**config.mk**
```make
export PLATFORM = sky130hd
export DESIGN_NAME = rfsh_sched
export DESIGN_NICKNAME = d
export VERILOG_FILES = /design/src/rtl/rfsh_pkg.sv /design/src/rtl/rfsh_timer.sv /design/src/rtl/rfsh_pend.sv /design/src/rtl/rfsh_row.sv /design/src/rtl/rfsh_sched.sv
export SDC_FILE = /design/constraint.sdc
export NUM_CORES = 1
export LEC_CHECK = 0
export ABC_AREA = 1
export BUFFER_PORTS_ARGS = -buffer_cell sky130_fd_sc_hd__buf_2
export CAP_MARGIN = 25
export CORE_ASPECT_RATIO = 1.2
export CORE_MARGIN = 2
export CORE_UTILIZATION = 60
export CTS_BUF_LIST = sky130_fd_sc_hd__clkbuf_8
export CTS_CLUSTER_SIZE = 10
export DETAILED_ROUTE_END_ITERATION = 10
export PLACE_DENSITY = 0.82
export REMOVE_ABC_BUFFERS = 1
export SYNTH_ARGS = -nofsm -noshare
export SYNTH_HDL_FRONTEND = slang
export SYNTH_HIERARCHICAL = 1
export SYNTH_SLANG_ARGS = --single-unit
```
**constraint.sdc**
```tcl
create_clock -name clk -period 4.1 [get_ports clk]
set_input_delay 0.41 -clock clk [delete_from_list [all_inputs] [get_ports clk]]
set_output_delay 0.41 -clock clk [all_outputs]
set_load 0.1 [all_outputs]
```
**src/rtl/rfsh_pkg.sv**
```systemverilog
package rfsh_pkg;
  // clocks between refresh slots: window spread evenly over all rows
  function automatic int calc_interval(input int clk_khz, input int window_us,
                                       input int rows);
    return (clk_khz * window_us) / (1000 * rows);
  endfunction
endpackage

```
**src/rtl/rfsh_timer.sv**
```systemverilog
module rfsh_timer #(
  parameter int INTERVAL = 1562
) (
  input  logic clk,
  input  logic rst,
  output logic tick
);
  localparam int TW = (INTERVAL > 2) ? $clog2(INTERVAL) : 1;
  localparam logic [TW-1:0] LAST = TW'(INTERVAL - 1);

  logic [TW-1:0] cnt;

  always_ff @(posedge clk) begin
    if (rst) begin
      cnt  <= '0;
      tick <= 1'b0;
    end else begin
      tick <= (cnt == LAST);
      cnt  <= (cnt == LAST) ? '0 : cnt + 1'b1;
    end
  end

  generate
    if (INTERVAL > 1) begin : g_gap
      p_tick_gap_r2: assert property (@(posedge clk) disable iff (rst)
        tick |=> !tick);
    end
  endgenerate
endmodule

```
**src/rtl/rfsh_pend.sv**
```systemverilog
module rfsh_pend #(
  parameter int PEND_MAX = 8,
  localparam int CW = $clog2(PEND_MAX + 1)
) (
  input  logic          clk,
  input  logic          rst,
  input  logic          tick,
  input  logic          take,
  output logic [CW-1:0] pend,
  output logic          overdue
);
  localparam logic [CW-1:0] FULL = CW'(PEND_MAX);

  always_ff @(posedge clk) begin
    if (rst) begin
      pend    <= '0;
      overdue <= 1'b0;
    end else begin
      if (tick && !take) begin
        if (pend == FULL) overdue <= 1'b1;
        else              pend    <= pend + 1'b1;
      end else if (take && !tick) begin
        pend <= pend - 1'b1;
      end
    end
  end

  p_no_overflow_r9: assert property (@(posedge clk) disable iff (rst)
    pend <= FULL);
  p_take_dec_r4: assert property (@(posedge clk) disable iff (rst)
    (take && !tick) |=> (pend == $past(pend) - 1'b1));
  p_tick_and_take_r5: assert property (@(posedge clk) disable iff (rst)
    (take && tick) |=> $stable(pend));
  p_overdue_sticky_r8: assert property (@(posedge clk) disable iff (rst)
    overdue |=> overdue);
endmodule

```
**src/rtl/rfsh_row.sv**
```systemverilog
module rfsh_row #(
  parameter int ROWS = 512,
  localparam int RW = $clog2(ROWS)
) (
  input  logic          clk,
  input  logic          rst,
  input  logic          step,
  output logic [RW-1:0] row
);
  localparam logic [RW-1:0] TOP = RW'(ROWS - 1);

  always_ff @(posedge clk) begin
    if (rst)       row <= '0;
    else if (step) row <= (row == TOP) ? '0 : row + 1'b1;
  end

  p_wrap_r6: assert property (@(posedge clk) disable iff (rst)
    (step && row == TOP) |=> (row == '0));
  p_idle_hold_r7: assert property (@(posedge clk) disable iff (rst)
    !step |=> $stable(row));
endmodule

```
**src/rtl/rfsh_sched.sv**
```systemverilog
module rfsh_sched #(
  parameter int CLK_KHZ   = 100000,
  parameter int WINDOW_US = 8000,
  parameter int ROWS      = 512,
  parameter int PEND_MAX  = 8,
  localparam int RW = $clog2(ROWS),
  localparam int CW = $clog2(PEND_MAX + 1)
) (
  input  logic          clk,
  input  logic          rst,
  input  logic          ras_only_mode,
  input  logic          grant,
  output logic          req,
  output logic [RW-1:0] row_addr,
  output logic [CW-1:0] pending,
  output logic          overdue
);
  localparam int INTERVAL = rfsh_pkg::calc_interval(CLK_KHZ, WINDOW_US, ROWS);

  logic tick;
  logic take;

  assign req  = (pending != '0);
  assign take = grant && req;

  rfsh_timer #(.INTERVAL(INTERVAL)) u_timer (
    .clk (clk),
    .rst (rst),
    .tick(tick)
  );

  rfsh_pend #(.PEND_MAX(PEND_MAX)) u_pend (
    .clk    (clk),
    .rst    (rst),
    .tick   (tick),
    .take   (take),
    .pend   (pending),
    .overdue(overdue)
  );

  rfsh_row #(.ROWS(ROWS)) u_row (
    .clk (clk),
    .rst (rst),
    .step(take && ras_only_mode),
    .row (row_addr)
  );

  p_cbr_row_hold_r7: assert property (@(posedge clk) disable iff (rst)
    !ras_only_mode |=> $stable(row_addr));
  p_idle_grant_r4: assert property (@(posedge clk) disable iff (rst)
    (grant && !req) |=> $stable(row_addr));
endmodule

```
==> metrics.cfg, run 1 <==
[run_status]
outcome = complete, no violations

[floorplan]
start_util_pct = 63.6
die-area_sq_mm = 0.00289
die_h_um = 58.5
core_area_sq_mm = 0.00233
rows = 19
io_pins = 19
die_x_um = 49.4

[clock_network]
cts_setup_buffers = 0
cts_tree = yes
clock_insertion_delay_worst_skew_ns = 0.27
cts.clk_slew.worst_paths_ns = 0.09
root_buffer = clkbuf_8
cts_sinks = 26
holdBufCountCts = 0
numCtsBuffers = 3
h-tree-depth = 1
post_cts_resized = 0
cts_buffer_depth = 2

[yosys]
synth_seq_area_share_pct = 35.1
syn_area_per_cell_sq_um = 6.90
netlist_area_sq_mm = 0.00148
synthCells = 215
ys_warn_count = 6
synth_seq_cells = 26
synthDistinctLibCells = 28

[detailed_routing]
drc = 0
wire_per_inst_um = 10.1
routed_via_density = 4.92
ant_nets = 0
routed_wl_um = 2690
drt_pre_antenna_iters = 4
vias = 1309
dr.first_iter.drc_count = 22

[setup_path]
critical_path.endpoint_type = register
crit_top_cell = nor2_1
path_cells = nor2_1, nand2_2, nand2_2, nor2_1, nand2_4, nor2_4, nand3_1, nor2_1, nor2_1
path_max_fanout = 9
critPathKind = register to register
crit_path_start_kind = register
crit_arrival_ns = 2.01
cp.required_ns = 4.28
slowest_delay_ns = 0.54
cp_slowest_cell = nor2_1

[timing]
slew_headroom_pct = 52.4
max_freq_ghz = 0.547
setup_total_negative_slack_ns = 0
period_minus_slack_ns = 1.83
fin_crit_sh_pct = 44.6
whs_ns = 0.384
layout_setup_ws_ns = 2.27
worst_pin_slew_ns = 0.711
finalMaxSlewViolations = 0
fin_skew_ns = 0.00597
hold_violations = 0
rsz0062_at_grt = no
setup_viol = 0

[power]
p_per_area_mw_per_mm2 = 539
leakagePower_uw = 0.000794
peakVddDrop_v = 0.000339
power_uw = 895

[placed_design]
place.gp.congestion = 0.820
dp_slack_ns = 2.29
dp_hpwl_um = 2030
io_buffers = 18

[grt]
grt_pass1_vias = 1260
grt_remaining_overflow = 0
grt_pass1_wl_um = 4950
grt_max_degree = 16
grt_usage_pct = 21.6
antenna_found_initial = 0

[flow_run]
maxCapViolations = 0

[layout]
drive_above_1_share_pct = 17.9
nNetsFinal = 248
areaGrowthSynthToFinish_pct = 12.0
fillCellCount = 218
diodes = 0

[hold_path]
holdCritPathClass = input port to register

[stage by stage]
stage          util [%]  std cells  area, sq um
2_1_floorplan         -        213         1460
3_3_place_gp       68.2        262         1590
3_5_place_dp       68.2        262         1590
4_1_cts            71.3        266         1660
5_1_grt            71.3        266         1660
6_report           71.3        266         1660
[final timing paths]
path / endpoint / start / slack [ns] / depth (start not counted)
worst max-delay path: u_row/row[7] / u_pend/pend[0] / 2.27 / 9
worst min-delay path: u_timer/tick / rst / 0.38 / 2
worst max register to register: u_row/row[7] / u_pend/pend[0] / 2.27 / 9
worst min register to register: u_pend/overdue / u_pend/overdue / 0.47 / 1
[cells in the mapped netlist]
library cell	instances	area, sq um
inv_1	27	101
fa_1	1	20.0
or2_2	1	6.26
nand2_1	54	203
inv_2	4	15.0
nor2_4	3	33.8
clkinv_2	1	5.00
nand4_1	2	12.5
nand2_2	4	25.0
or2_0	1	6.26
xor2_1	3	26.3
dfxtp_1	26	521
nor2_2	1	6.26
nor3_1	6	30.0
o21ai_0	2	10.0
a21oi_1	7	35.0
nor3b_1	1	7.51
nor4_1	1	6.26
buf_6	2	22.5
o21a_1	1	7.51
xnor2_1	2	17.5
nand2_4	3	33.8
nand3b_1	1	7.51
nand3_2	2	20.0
nand3_1	13	65.1
nor2_1	38	143
a21oi_2	1	8.76
ha_1	7	87.6
[state kept, by name (all words and copies together) (netlist names)]
name and count:
u_row/row 9, u_timer/tick 1, u_pend/overdue 1, u_pend/pend 4, u_timer/cnt 11
[worst max-delay path, delay by kind of cell, from the launching register on]
| family | cells | cell delay [ns] |
|---|---|---|
| AND/OR/NAND/NOR | 9 | 1.27 |
| flip-flops | 1 | 0.48 |
[final cells by class]
| type | count | area [sq um] | area share (%) |
|---|---|---|---|
| multi-input combinational | 155 | 818 | 49.3 |
| sequential | 26 | 520 | 31.3 |
| inverter | 32 | 121 | 7.31 |
| timing repair buffer | 18 | 90.1 | 5.43 |
| clock buffer | 3 | 41.3 | 2.49 |
| tap | 31 | 38.8 | 2.34 |
| clock inverter | 1 | 30.0 | 1.81 |
[report_power, final]
group | switching (uW) | internal (uW)
Sequential | 32.2 | 273
Clock | 78.8 | 131
Combinational | 294 | 86.4
[layer usage]
layer | part of all wire (%) | global-route usage (%)
met5 | 0 | 0
met3 | 3.4 | 2.03
met2 | 48 | 40.5
met1 | 47 | 24.7
met4 | 1.6 | 10.3
[placed cells by master (no fill, tap or decap)]
| master | count |
|---|---|
| o21ai_0 | 2 |
| inv_1 | 27 |
| nand3_1 | 13 |
| clkbuf_8 | 3 |
| xnor2_1 | 2 |
| inv_2 | 4 |
| nand3b_1 | 1 |
| a21oi_2 | 1 |
| nor2_2 | 1 |
| bufinv_16 | 1 |
| fa_1 | 1 |
| buf_2 | 18 |
| ha_1 | 7 |
| nor3b_1 | 1 |
| nor2_4 | 3 |
| a21oi_1 | 7 |
| o21a_1 | 1 |
| clkinv_2 | 1 |
| nand3_2 | 2 |
| or2_0 | 1 |
| nand2_1 | 54 |
| nor4_1 | 1 |
| nand2_2 | 4 |
| dfxtp_1 | 26 |
| nor2_1 | 38 |
| nor3_1 | 6 |
| nand2_4 | 3 |
| xor2_1 | 3 |
| or2_2 | 1 |
| nand4_1 | 2 |
[cells by family after synthesis]
family	count (synthesis)	synth area share, %
buffers and inverters	34	9.70
adders and majority gates	8	7.26
xor gates and xnor gates	5	2.95
and+or+nand+nor	131	40.8
DFF	26	35.1
AOI/OAI and AO/OA	11	4.14
Power figures use the tool's default switching activity.
==> run 2: changes to the inputs <==
- CORE_UTILIZATION: 60 -> 59
- PLACE_DENSITY: 0.82 -> 0.81
- clock period: 4.1 -> 1.8 ns (I/O delays scaled with it)
==> metrics.cfg, run 2 (synthesis gave the netlist of run 1 again) <==
[detailed_routing]
dr.first_iter.drc_count = 26
wire_per_inst_um = 10.7
ant_nets = 0
vias = 1346
drc = 0
routed_wl_um = 2900
routed_via_density = 4.97
drt_pre_antenna_iters = 4

[clock_network]
h-tree-depth = 1
clock_insertion_delay_worst_skew_ns = 0.27
holdBufCountCts = 0
cts_setup_buffers = 0
cts_buffer_depth = 2
numCtsBuffers = 3
cts.clk_slew.worst_paths_ns = 0.08
root_buffer = clkbuf_8
cts_tree = yes
cts_sinks = 26

[placed_design]
dp_hpwl_um = 2300
place_area_sq_mm = 0.00163
io_buffers = 18
place.gp.congestion = 0.843

[layout]
nNetsFinal = 253
final_cell_mix = 54 x nand2_1, 38 x nor2_1, 27 x inv_1
top_register = u_timer/cnt
diodes = 0
layout_commonest_cell = nand2_1
top_regs = u_timer/cnt x11, u_row/row x9, u_pend/pend x4
areaGrowthSynthToFinish_pct = 15.9
drive_above_1_share_pct = 21.3
final_util_pct = 73.8
fin_area_sq_mm = 0.00172
largest_reg_flops = 11
fillCellCount = 203

[timing]
worst_pin_slew_ns = 0.485
fin_skew_ns = 0.00663
period_minus_slack_ns = 1.64
hold_violations = 0
rsz0062_at_grt = no
max_freq_ghz = 0.608
finalMaxSlewViolations = 0
fin_crit_sh_pct = 91.4
setup_viol = 0
slew_headroom_pct = 67.9

[setup_path]
path_cells = nor2_1, nand2_2, nand2_2, inv_1, inv_2, nand2_4, ha_4, or2_0, nand2_1, nand2_1, nand2_1, nor2_1, nor2_1
slowest_delay_ns = 0.32
crit_arrival_ns = 1.84
critical_path.endpoint_type = register
critPathKind = register to register
cp_slowest_cell = dfxtp_1
crit_path_start_kind = register
cp.required_ns = 2.00
path_max_fanout = 7

[grt]
grt_pass1_wl_um = 4880
grt_pass1_vias = 1247
grt_remaining_overflow = 0
grt_max_degree = 15
grt_usage_pct = 21.2
antenna_found_initial = 0

[run_status]
outcome = complete, no violations

[floorplan]
start_util_pct = 63.6
core_area_sq_mm = 0.00233
die_x_um = 49.8
io_pins = 19
die-area_sq_mm = 0.00293
rows = 19
die_h_um = 58.9

[hold_path]
holdCritPathClass = input port to register

[power]
peakVddDrop_v = 0.00110
p_per_area_mw_per_mm2 = 1170
leakagePower_uw = 0.000821

[flow_run]
maxCapViolations = 0

run 2: final timing paths:
check	start	to	slack, ns	cells after the start
max	u_pend/pend[1]	u_pend/pend[3]	0.16	13
min	rst	u_timer/tick	0.16	2
max reg2reg	u_pend/pend[1]	u_pend/pend[3]	0.16	13
min reg2reg	u_pend/overdue	u_pend/overdue	0.47	1
run 2: final cells by class:
cell class / count / area (sq um) / area share (%)
Tap cell: 31 / 38.8 / 2.26
Multi-Input combinational cell: 155 / 855 / 49.7
Inverter: 32 / 121 / 7.06
Timing Repair Buffer: 23 / 128 / 7.42
Clock buffer: 4 / 55.1 / 3.20
Sequential cell: 26 / 522 / 30.3
run 2: per-layer routing:
metal  up-vias  GRT usage [%]  routed length [um]
li1        712              -                   -
met2        24           41.7                1560
met3         2           2.28                  86
met5         -              0                   0
met1       608           23.3                1240
met4         0           7.14                  14
run 2: report_power, final:
part / internal, uW / switching (uW) / leakage (uW)
logic: 251 / 734 / 0.000580
clock network: 195 / 177 / 0.0000288
registers: 624 / 37.1 / 0.000212
total: 1070 / 948 / 0.000821
run 2: worst max-delay path: cells and delay by family, from the launching register on:
family,cells,cell delay (ns)
adder cells (fa/ha/maj),1,0.25
AND/OR/NAND/NOR,10,0.87
flip-flops,1,0.32
buffers and inverters,2,0.14
run 2: what timing repair did:
action                     in CTS  in global routing
setup endpoints to repair       0                  4
hold endpoints to repair        0                  0
gates resized for setup         0                  5
run 2: per-stage QoR:
step | instances | TNS, ns | hold slack, ns | worst slack (ns) | total power, uW
2_1_floorplan | 213 | -11.67 | 0.257 | -1.00 | 1450
3_3_place_gp | 267 | 0 | 0.441 | 0.154 | 1600
3_5_place_dp | 267 | 0 | 0.436 | 0.0298 | 1630
4_1_cts | 271 | 0 | 0.157 | 0.00517 | 2000
5_1_grt | 271 | 0 | 0.174 | 0.0190 | 2130
6_report | 271 | 0 | 0.163 | 0.155 | 2020
